===== src/rtl/loop_bist_pkg.sv =====
package loop_bist_pkg;

  typedef enum logic [1:0] {
    OM_DIRECT = 2'd0,
    OM_PERM   = 2'd1,
    OM_XOR    = 2'd2
  } omMode_e;

  typedef enum logic [2:0] {
    IM_DIRECT    = 3'd0,
    IM_PERM      = 3'd1,
    IM_XOR       = 3'd2,
    IM_PERM_WIDE = 3'd3,
    IM_XOR_WIDE  = 3'd4
  } imMode_e;

  typedef enum logic [1:0] {
    ST_IDLE = 2'd0,
    ST_RUN  = 2'd1,
    ST_FIN  = 2'd2
  } runState_e;

  typedef struct packed {
    logic loadSeed;
    logic capture;
    logic step;
  } ctrlStrobe_t;

endpackage


===== src/rtl/loop_bist_cfgcheck.sv =====
module loop_bist_cfgcheck #(
  parameter int IN_W  = 4,
  parameter int OUT_W = 3,
  localparam int STAGES = IN_W + OUT_W - 1
) (
  input  logic [1:0]              omMode,
  input  logic [OUT_W*OUT_W-1:0]  omMatrix,
  input  logic [2:0]              imMode,
  input  logic [IN_W*STAGES-1:0]  imMatrix,
  output logic                    cfgError
);
  import loop_bist_pkg::*;

  localparam logic [STAGES-1:0] SHORT_COLS = {STAGES{1'b1}} << (OUT_W - 1);

  function automatic logic omBad(logic [1:0] mode, logic [OUT_W*OUT_W-1:0] mat);
    logic bad;
    int colCnt;
    bad = 1'b0;
    if (mode == 2'd3) bad = 1'b1;
    for (int i = 0; i < OUT_W; i++) begin
      if (mode == OM_PERM && $countones(mat[i*OUT_W +: OUT_W]) != 1) bad = 1'b1;
      if (mode == OM_XOR && mat[i*OUT_W +: OUT_W] == '0) bad = 1'b1;
    end
    if (mode == OM_PERM) begin
      for (int k = 0; k < OUT_W; k++) begin
        colCnt = 0;
        for (int i = 0; i < OUT_W; i++) colCnt = colCnt + (mat[i*OUT_W+k] ? 1 : 0);
        if (colCnt != 1) bad = 1'b1;
      end
    end
    return bad;
  endfunction

  function automatic logic imBad(logic [2:0] mode, logic [IN_W*STAGES-1:0] mat);
    logic bad;
    logic [STAGES-1:0] row;
    int colCnt;
    bad = (mode > 3'd4);
    for (int r = 0; r < IN_W; r++) begin
      row = mat[r*STAGES +: STAGES];
      case (mode)
        IM_PERM:      if ($countones(row) != 1 || (row & ~SHORT_COLS) != '0) bad = 1'b1;
        IM_XOR:       if ((row & SHORT_COLS) == '0 || (row & ~SHORT_COLS) != '0) bad = 1'b1;
        IM_PERM_WIDE: if ($countones(row) != 1) bad = 1'b1;
        IM_XOR_WIDE:  if (row == '0) bad = 1'b1;
        default: ;
      endcase
    end
    if (mode == IM_PERM || mode == IM_PERM_WIDE) begin
      for (int s = 0; s < STAGES; s++) begin
        colCnt = 0;
        for (int r = 0; r < IN_W; r++) colCnt = colCnt + (mat[r*STAGES+s] ? 1 : 0);
        if (mode == IM_PERM && SHORT_COLS[s] && colCnt != 1) bad = 1'b1;
        if (mode == IM_PERM_WIDE && colCnt > 1) bad = 1'b1;
      end
    end
    return bad;
  endfunction

  assign cfgError = omBad(omMode, omMatrix) | imBad(imMode, imMatrix);

endmodule


===== src/rtl/loop_bist_ctrl.sv =====
module loop_bist_ctrl #(
  parameter int CNT_W = 16
) (
  input  logic                          clk,
  input  logic                          rst_n,
  input  logic                          start,
  input  logic                          seedLoad,
  input  logic                          cfgError,
  input  logic [CNT_W-1:0]              runLength,
  output loop_bist_pkg::ctrlStrobe_t    strobe,
  output logic                          busy,
  output logic                          done
);
  import loop_bist_pkg::*;

  runState_e stQ;
  logic [CNT_W-1:0] cntQ;

  always_comb begin
    strobe.loadSeed = seedLoad && (stQ != ST_RUN);
    strobe.capture  = start && (stQ != ST_RUN) && !cfgError && (runLength != '0);
    strobe.step     = (stQ == ST_RUN);
  end

  always_ff @(posedge clk or negedge rst_n) begin
    if (!rst_n) begin
      stQ  <= ST_IDLE;
      cntQ <= '0;
    end else begin
      case (stQ)
        ST_RUN: begin
          cntQ <= cntQ - 1'b1;
          if (cntQ == CNT_W'(1)) stQ <= ST_FIN;
        end
        default: begin
          if (strobe.capture) begin
            cntQ <= runLength;
            stQ  <= ST_RUN;
          end else if (strobe.loadSeed) begin
            stQ <= ST_IDLE;
          end
        end
      endcase
    end
  end

  assign busy = (stQ == ST_RUN);
  assign done = (stQ == ST_FIN);

endmodule


===== src/rtl/loop_bist_path.sv =====
module loop_bist_path #(
  parameter int IN_W  = 4,
  parameter int OUT_W = 3,
  localparam int STAGES = IN_W + OUT_W - 1
) (
  input  logic                        clk,
  input  logic                        rst_n,
  input  loop_bist_pkg::ctrlStrobe_t  strobe,
  input  logic [STAGES-1:0]           seedValue,
  input  logic                        serialIn,
  input  logic [STAGES-1:0]           tTypeMask,
  input  logic                        wrapEn,
  input  logic                        topEn,
  input  logic                        botEn,
  input  logic [STAGES-1:0]           topTaps,
  input  logic [STAGES-1:0]           botTaps,
  input  logic [1:0]                  omMode,
  input  logic [OUT_W*OUT_W-1:0]      omMatrix,
  input  logic [2:0]                  imMode,
  input  logic [IN_W*STAGES-1:0]      imMatrix,
  input  logic [OUT_W-1:0]            cutResp,
  output logic [IN_W-1:0]             cutDrive,
  output logic [STAGES-1:0]           stateOut
);
  import loop_bist_pkg::*;

  localparam logic [STAGES-1:0] MSB_BIT    = STAGES'(1) << (STAGES - 1);
  localparam logic [STAGES-1:0] SHORT_COLS = {STAGES{1'b1}} << (OUT_W - 1);

  logic [STAGES-1:0]      stateQ, nextState;
  logic [STAGES-1:0]      tMaskQ, gQ, hQ;
  logic                   wrapQ, topQ, botQ;
  logic [1:0]             omModeQ;
  logic [OUT_W*OUT_W-1:0] omMatQ;
  logic [2:0]             imModeQ;
  logic [IN_W*STAGES-1:0] imMatQ;
  logic [OUT_W-1:0]       respMix;
  logic                   feedback, stage0Fb;

  // Response folding network: one parity per receiving stage
  always_comb begin
    for (int k = 0; k < OUT_W; k++) begin
      if (omModeQ == OM_DIRECT) respMix[k] = cutResp[k];
      else respMix[k] = ^(omMatQ[k*OUT_W +: OUT_W] & cutResp);
    end
  end

  // One shared feedback value serves stage 0 and every bottom tap
  always_comb begin
    feedback  = topQ ? ^(stateQ & (gQ | MSB_BIT)) : stateQ[STAGES-1];
    stage0Fb  = (wrapQ | topQ | botQ) & feedback;
    nextState = {stateQ[STAGES-2:0], 1'b0}
              ^ ((botQ & feedback) ? (hQ & ~STAGES'(1)) : '0)
              ^ STAGES'(stage0Fb ^ serialIn)
              ^ (tMaskQ & stateQ)
              ^ STAGES'(respMix);
  end

  // Drive network, one parity per circuit input
  for (genvar r = 0; r < IN_W; r++) begin : gDrive
    logic [STAGES-1:0] rowSel;
    assign rowSel = imMatQ[r*STAGES +: STAGES] & stateQ;
    always_comb begin
      case (imModeQ)
        IM_DIRECT:      cutDrive[r] = stateQ[OUT_W-1+r];
        IM_PERM, IM_XOR: cutDrive[r] = ^(rowSel & SHORT_COLS);
        default:        cutDrive[r] = ^rowSel;
      endcase
    end
  end

  always_ff @(posedge clk or negedge rst_n) begin
    if (!rst_n) begin
      stateQ  <= '0;
      tMaskQ  <= '0;
      gQ      <= '0;
      hQ      <= '0;
      wrapQ   <= 1'b0;
      topQ    <= 1'b0;
      botQ    <= 1'b0;
      omModeQ <= '0;
      omMatQ  <= '0;
      imModeQ <= '0;
      imMatQ  <= '0;
    end else begin
      if (strobe.loadSeed)  stateQ <= seedValue;
      else if (strobe.step) stateQ <= nextState;
      if (strobe.capture) begin
        tMaskQ  <= tTypeMask;
        gQ      <= topTaps;
        hQ      <= botTaps;
        wrapQ   <= wrapEn;
        topQ    <= topEn;
        botQ    <= botEn;
        omModeQ <= omMode;
        omMatQ  <= omMatrix;
        imModeQ <= imMode;
        imMatQ  <= imMatrix;
      end
    end
  end

  assign stateOut = stateQ;

endmodule


===== src/rtl/loop_bist_reg.sv =====
module loop_bist_reg #(
  parameter int IN_W  = 4,
  parameter int OUT_W = 3,
  parameter int CNT_W = 16,
  localparam int STAGES = IN_W + OUT_W - 1
) (
  input  logic                       clk,
  input  logic                       rst_n,
  input  logic                       seedLoad,
  input  logic [STAGES-1:0]          seedValue,
  input  logic                       start,
  input  logic [CNT_W-1:0]           runLength,
  input  logic                       serialIn,
  input  logic [STAGES-1:0]          tTypeMask,
  input  logic                       wrapEn,
  input  logic                       topEn,
  input  logic                       botEn,
  input  logic [STAGES-1:0]          topTaps,
  input  logic [STAGES-1:0]          botTaps,
  input  logic [1:0]                 omMode,
  input  logic [OUT_W*OUT_W-1:0]     omMatrix,
  input  logic [2:0]                 imMode,
  input  logic [IN_W*STAGES-1:0]     imMatrix,
  input  logic [OUT_W-1:0]           cutResp,
  output logic [IN_W-1:0]            cutDrive,
  output logic [STAGES-1:0]          signature,
  output logic                       busy,
  output logic                       done,
  output logic                       cfgError
);
  import loop_bist_pkg::*;

  ctrlStrobe_t strobe;

  loop_bist_cfgcheck #(.IN_W(IN_W), .OUT_W(OUT_W)) u_check (
    .omMode(omMode), .omMatrix(omMatrix), .imMode(imMode), .imMatrix(imMatrix),
    .cfgError(cfgError)
  );

  loop_bist_ctrl #(.CNT_W(CNT_W)) u_ctrl (
    .clk(clk), .rst_n(rst_n), .start(start), .seedLoad(seedLoad),
    .cfgError(cfgError), .runLength(runLength),
    .strobe(strobe), .busy(busy), .done(done)
  );

  loop_bist_path #(.IN_W(IN_W), .OUT_W(OUT_W)) u_path (
    .clk(clk), .rst_n(rst_n), .strobe(strobe), .seedValue(seedValue),
    .serialIn(serialIn), .tTypeMask(tTypeMask), .wrapEn(wrapEn), .topEn(topEn),
    .botEn(botEn), .topTaps(topTaps), .botTaps(botTaps), .omMode(omMode),
    .omMatrix(omMatrix), .imMode(imMode), .imMatrix(imMatrix),
    .cutResp(cutResp), .cutDrive(cutDrive), .stateOut(signature)
  );

endmodule


===== config.mk =====
export PLATFORM = sky130hd
export DESIGN_NAME = loop_bist_reg
export DESIGN_NICKNAME = d
export VERILOG_FILES = /design/src/rtl/loop_bist_pkg.sv /design/src/rtl/loop_bist_cfgcheck.sv /design/src/rtl/loop_bist_ctrl.sv /design/src/rtl/loop_bist_path.sv /design/src/rtl/loop_bist_reg.sv
export SDC_FILE = /design/constraint.sdc
export NUM_CORES = 1
export LEC_CHECK = 0
export CAP_MARGIN = 25
export CORE_ASPECT_RATIO = 0.5
export CORE_UTILIZATION = 54
export CTS_BUF_LIST = sky130_fd_sc_hd__clkbuf_8 sky130_fd_sc_hd__clkbuf_16
export DETAILED_ROUTE_END_ITERATION = 6
export PLACE_DENSITY = 0.88
export SLEW_MARGIN = 10
export SYNTH_ARGS = -nofsm -noshare
export SYNTH_HDL_FRONTEND = slang
export SYNTH_SLANG_ARGS = --single-unit

===== constraint.sdc =====
create_clock -name clk -period 4.6 [get_ports clk]
set_clock_uncertainty 0.1 [all_clocks]
set_input_delay 0.92 -clock clk [delete_from_list [all_inputs] [get_ports clk]]
set_output_delay 0.92 -clock clk [all_outputs]
set_load 0.1 [all_outputs]

* Yosys cells after proc, flatten, opt, wreduce, memory -nomap -nowiden
Cells that the tools add are included.
** Operators by class
- $add $sub $neg :: 51
- Multipliers :: 0
- Divide/modulo/power cells :: 0
- Order comparisons :: 7
- Equal/unequal tests :: 28
- Shift-type cells :: 0
- Mux-type cells :: 92
- Bitwise operators :: 19
- Reduce and logical (&&, ||, !) cells :: 65
** Operator list (number)
- $add 32x32->32 :: 32
- $ne 32x2->1 const B :: 14
- $gt 32x2->1 const B :: 6
- $add 32x1->32 :: 3
- $mux 1 :: 75
- $reduce_xor 6->1 :: 9
- $logic_not 6->1 :: 8
- $and 6x6->6 :: 6
- $mux 16 :: 2
- $add 1x1->2 :: 15
- $reduce_bool 6->1 :: 4
- $logic_and 1x1->1 :: 20
- $mux 6 :: 3
- $xor 6x6->6 :: 3
- $eq 16x1->1 const B :: 1
- $pmux 1 s4 :: 4
- $reduce_bool 16->1 :: 1
- $sub 16x1->16 const B :: 1
- $logic_not 3->1 :: 4
- $and 3x3->3 :: 3
- $eq 3x2->1 const B :: 3
- $logic_or 1x1->1 :: 9
- $reduce_xor 3->1 :: 3
- $mux 2 :: 4
- 17 further kinds :: 29
** Storage, ports and cells
- Bits in registers :: 82
- Latch bits :: 0
- Bits in writable memories :: 0
- ROM bits :: 0
- Input port bits :: 89
- Word-level logic and storage cells :: 275
- Memories kept :: 0

* Logic depth before layout (Yosys ltp)
- Depth in word-level cells :: 30
- Gate-level depth with buffers :: 14

* Cells and area by module
Synthesis repeated with hierarchy kept, for this count alone.
** Unflattened totals
- Cell total of the unflattened synthesis :: 531
- Area, all modules :: 5509.0 µm²
** Modules (own cells, without submodules)
- loop_bist_path :: instances 1, cells an instance 292, area each 3310.7 µm²
- loop_bist_cfgcheck :: instances 1, cells an instance 124, area each 1153.6 µm²
- loop_bist_ctrl :: instances 1, cells an instance 115, area each 1044.8 µm²

* Worst setup path after synthesis
No wires, ideal clock.
- Path kind :: register to output
- Start :: reg u_path.stateQ[5] (netlist: u_path.stateOut[5])
- End :: out cutDrive[1]
- Arrival :: 3590 ps
- Required time :: 3580 ps
- Slack :: -10 ps
- Cell stages (with the launch flop) :: 9
- Path buffers :: 1
- Cell sequence :: dfrtp_1 -> clkbuf_1 -> nand2_1 -> xor2_1 -> xnor2_1 -> mux2i_1 -> nor2_1 -> a21oi_1 -> o22ai_1
** Between the ends
- Word-level cells in the longest chain between the ends :: 3
** RTL lines
- start, declared :: line loop_bist_path.sv:30 : logic [STAGES-1:0] stateQ, nextState;
- start signal, assigned :: line loop_bist_path.sv:86 : if (strobe.loadSeed) stateQ <= seedValue;
- start signal, assigned :: line loop_bist_path.sv:87 : else if (strobe.step) stateQ <= nextState;
- $and 6x6->6 * :: line loop_bist_path.sv:62 : assign rowSel = imMatQ[r*STAGES +: STAGES] & stateQ;
- $reduce_xor 6->1 (on tied branches) :: line loop_bist_path.sv:67, loop_bist_path.sv:66
- $pmux 1 s2 * :: line loop_bist_path.sv:64 : case (imModeQ)
- end, declared :: line loop_bist_reg.sv:25 : output logic [IN_W-1:0] cutDrive,
Mark *: on every way between the ends. The rest lies on a longest branch, timed or not.

* Worst setup path in the final report
- Start :: in imMatrix[22]
- End :: out cfgError
** Between the ends
- Word-level cells in the longest chain between the ends :: 18
** RTL lines
- start, declared :: line loop_bist_reg.sv:23 : input logic [IN_W*STAGES-1:0] imMatrix,
- $add 1x1->2 (not written as such) :: line loop_bist_cfgcheck.sv:43, loop_bist_cfgcheck.sv:45
- $add 32x32->32 (not written as such) :: line loop_bist_cfgcheck.sv:43, loop_bist_cfgcheck.sv:45
- $ne 32x2->1 :: line loop_bist_cfgcheck.sv:43, loop_bist_cfgcheck.sv:45
- $logic_or 1x1->1 :: line loop_bist_cfgcheck.sv:43 : IM_PERM: if ($countones(row) != 1 || (row & ~SHORT_COLS) != '0) bad = 1'b1;
- $mux 1 :: line loop_bist_cfgcheck.sv:43
- $pmux 1 s4 :: line loop_bist_cfgcheck.sv:42 : case (mode)
- $mux 1 (2 in series) :: line loop_bist_cfgcheck.sv:55 : if (mode == IM_PERM_WIDE && colCnt > 1) bad = 1'b1;
- $mux 1 :: line loop_bist_cfgcheck.sv:54 : if (mode == IM_PERM && SHORT_COLS[s] && colCnt != 1) bad = 1'b1;
- $mux 1 :: line loop_bist_cfgcheck.sv:55
- $mux 1 :: line loop_bist_cfgcheck.sv:54
- $mux 1 :: line loop_bist_cfgcheck.sv:55
- $mux 1 :: line loop_bist_cfgcheck.sv:54
- $mux 1 :: line loop_bist_cfgcheck.sv:55
- $mux 1 :: line loop_bist_cfgcheck.sv:54
- $mux 1 :: line loop_bist_cfgcheck.sv:55
- $mux 1 * :: line loop_bist_cfgcheck.sv:50 : if (mode == IM_PERM || mode == IM_PERM_WIDE) begin
- $or 1x1->1 * :: line loop_bist_cfgcheck.sv:61 : assign cfgError = omBad(omMode, omMatrix) | imBad(imMode, imMatrix);
- end, declared :: line loop_bist_reg.sv:29 : output logic cfgError
Marked as above.

==> results.toml <==
[status]
status = "finished, violations left"
failed_checks = "setup timing"

[pwr]
p_leak_nw = 3.61
power_density_mw_per_mm2 = 566
ir_drop_v = 0.000366

[setup_path]
endpoint_kind = "output port"
cp.required_ps = 3580
worst-path-max-fanout = 3
criticalPathCategory = "in2out"
start_kind = "input pin"
cp.arrival_ps = 3810

[logic_synthesis]
yosysWarningCount = 0
ys_seq_area_share_pct = 34.9
ys_seq_elements = 81
synthCells = 576
syn_nets = 739
syn_area_mm2 = 0.00582
synth.largest_area_cell = "dfrtp_1"
synth-edff-count = 0
synth-main-ff-cell = "dfrtp_1"
synthArstFlopShare_pct = 100
synth.distinct_cells = 48
synth_top_area_share_pct = 34.9
yosys-top-cells-area = "dfrtp_1, ha_1, mux2_2"
syn_avg_cell_area_um2 = 10.1

[route]
met1_length_mm = 7.93
routed_wl_mm = 21.6
drtIter0Drc = 630
firstDrtPassIters = 7
top_layer = "met5"
met3_length_mm = 2.78
wl_per_cell_um = 25.1
ant_nets = 0
drc = 0
viasPerCell = 6.44
wl_met2_mm = 9.30
vias = 5554

[clocking]
cts_tree = "done"
numCtsBuffers = 9
htreeDepth = 3
clock-sinks = 81
clock_latency_ps = 340
clk_root_buffer_cell = "clkbuf_16"
path_clk_slew_ps = 60
clock_path_buffers = 2
cts_hold_buf = 0

[floorplanning]
die_h_um = 75.4
die_area_mm2 = 0.0112
rows = 26
core_mm2 = 0.0103
io_pins = 102
die_w_um = 149
start_util_pct = 56.2

[sta]
worst_pin_slew_ps = 967
fmax_mhz = 207
fin_crit_sh_pct = 105
slew_headroom_pct = 35.3
setup_viol = 68
finalHoldViolCount = 0
fin_crit_ps = 4830
holdWs_ps = 411
layout_setup_ws_ps = -232
drv_slew = 0

[placed_design]
hpwlAfterDp_mm = 11.6
globalplace.congestion = 0.895
post_dp_cell_area_mm2 = 0.00725
portBuffers = 99

[finish]
fill_cells = 576
layout_commonest_cell = "dfrtp_1"
drive_above_1_share_pct = 28.5
antenna_cells = 0
layout_common_cells = "dfrtp_1, clkdlybuf4s50_1, nand2_1"
final_area_mm2 = 0.00798
areaGrowthSynthToFinish_pct = 37.3
nets = 880

[min_path]
hp-class = "reg2reg"

[global_routing]
grt_max_degree = 82
grt_pass1_wl_mm = 27.4
track_usage_pct = 33.0
grt_pass1_vias = 5198
antenna_found_initial = 0
grt_remaining_overflow = 0

[flow_run]
maxCapViolCount = 0
[cells in the mapped netlist, types with 14 or more instances]
cell type / n
nand2_1: 63
a21oi_1: 16
o21ai_0: 20
ha_1: 54
fa_1: 20
inv_1: 62
nor2_1: 23
xnor2_1: 29
clkbuf_1: 14
dfrtp_1: 81
mux2_2: 57
[per-layer routing]
metal  vias up  GRT usage [%]
met5         -              0
met4         2           17.8
met3       179           9.76
met2       510           56.6
met1      2613           38.6
li1       2250              -
[where the power goes]
| part | internal [mW] | leakage (nW) | switching (mW) |
|---|---|---|---|
| clock | 0.389 | 0.145 | 0.301 |
| combinational | 0.924 | 2.45 | 1.54 |
| sequential | 0.986 | 1.01 | 0.378 |
| total | 2.30 | 3.61 | 2.22 |
[worst max-delay path, cell delays in order]
cell,delay (ps)
buf_2,120
inv_1,70
ha_1,300
inv_1,130
fa_2,460
inv_2,120
ha_4,210
or4b_4,510
nor4_4,250
o2111ai_2,200
a211o_1,340
buf_12,180
[kinds of logic (layout without fill, tap and decap cells)]
group | Yosys count | in the layout | share of synthesized area [%]
and+or+nand+nor | 146 | 146 | 12.4
buffers and inverters | 87 | 233 | 5.83
adders and majority gates | 74 | 74 | 18.5
muxes | 67 | 67 | 12.8
xor gates and xnor gates | 41 | 41 | 6.41
AOI/OAI and AO/OA | 80 | 80 | 9.27
DFF | 81 | 81 | 34.9
[layout make-up]
class / instances / area [um^2] / area share, %
Sequential cell: 81 / 2030 / 25.4
Tap cell: 140 / 175 / 2.19
Clock buffer: 11 / 253 / 3.17
Timing Repair Buffer: 155 / 1480 / 18.5
Multi-Input combinational cell: 408 / 3790 / 47.5
Inverter: 62 / 235 / 2.95
Clock inverter: 5 / 23.8 / 0.298
[registers in the layout, indices dropped and copies added (netlist names), 2 cells and up]
signal / cells
u_path.stateOut: 6
u_path.tMaskQ: 6
u_path.omMatQ: 9
u_path.imMatQ: 24
u_path.imModeQ: 3
u_path.omModeQ: 2
u_ctrl.stQ: 2
u_path.hQ: 5
u_path.gQ: 5
u_ctrl.cntQ: 16
[per-stage QoR]
stage	setup slack, ps	instances	util [%]	power (mW)	setup TNS (ps)
2_1_floorplan	53.9	576	-	2.87	0
3_3_place_gp	-435	834	70.0	3.36	-15450
3_5_place_dp	-536	834	70.0	3.47	-23990
4_1_cts	0.222	854	73.8	4.21	0
5_1_grt	-229	862	77.2	4.66	-11140
6_report	-232	862	77.2	4.52	-10490
[worst paths after layout]
check	start	end	slack (ps)	depth (start not counted)
max	imMatrix[22]	cfgError	-230	12
min	u_path.imMatQ[3]$_DFFE_PN0P_	u_path.imMatQ[3]$_DFFE_PN0P_	410	1
max reg2reg	u_path.stateOut[0]$_DFFE_PN0P_	u_path.stateOut[2]$_DFFE_PN0P_	1600	7
min reg2reg	u_path.imMatQ[3]$_DFFE_PN0P_	u_path.imMatQ[3]$_DFFE_PN0P_	410	1
max in group asynchronous	rst_n	u_path.imMatQ[11]$_DFFE_PN0P_	3380	2
min in group asynchronous	rst_n	u_ctrl.cntQ[8]$_DFFE_PN0P_	420	1
[timing repair]
item	CTS	global route
buffers inserted	4	3
pin swaps	10	18
gates cloned	0	5
setup endpoints to repair	39	75
endpoints found under the hold margin	0	0
resized for setup	56	88
No activity file was read; power rests on OpenSTA's default activity.
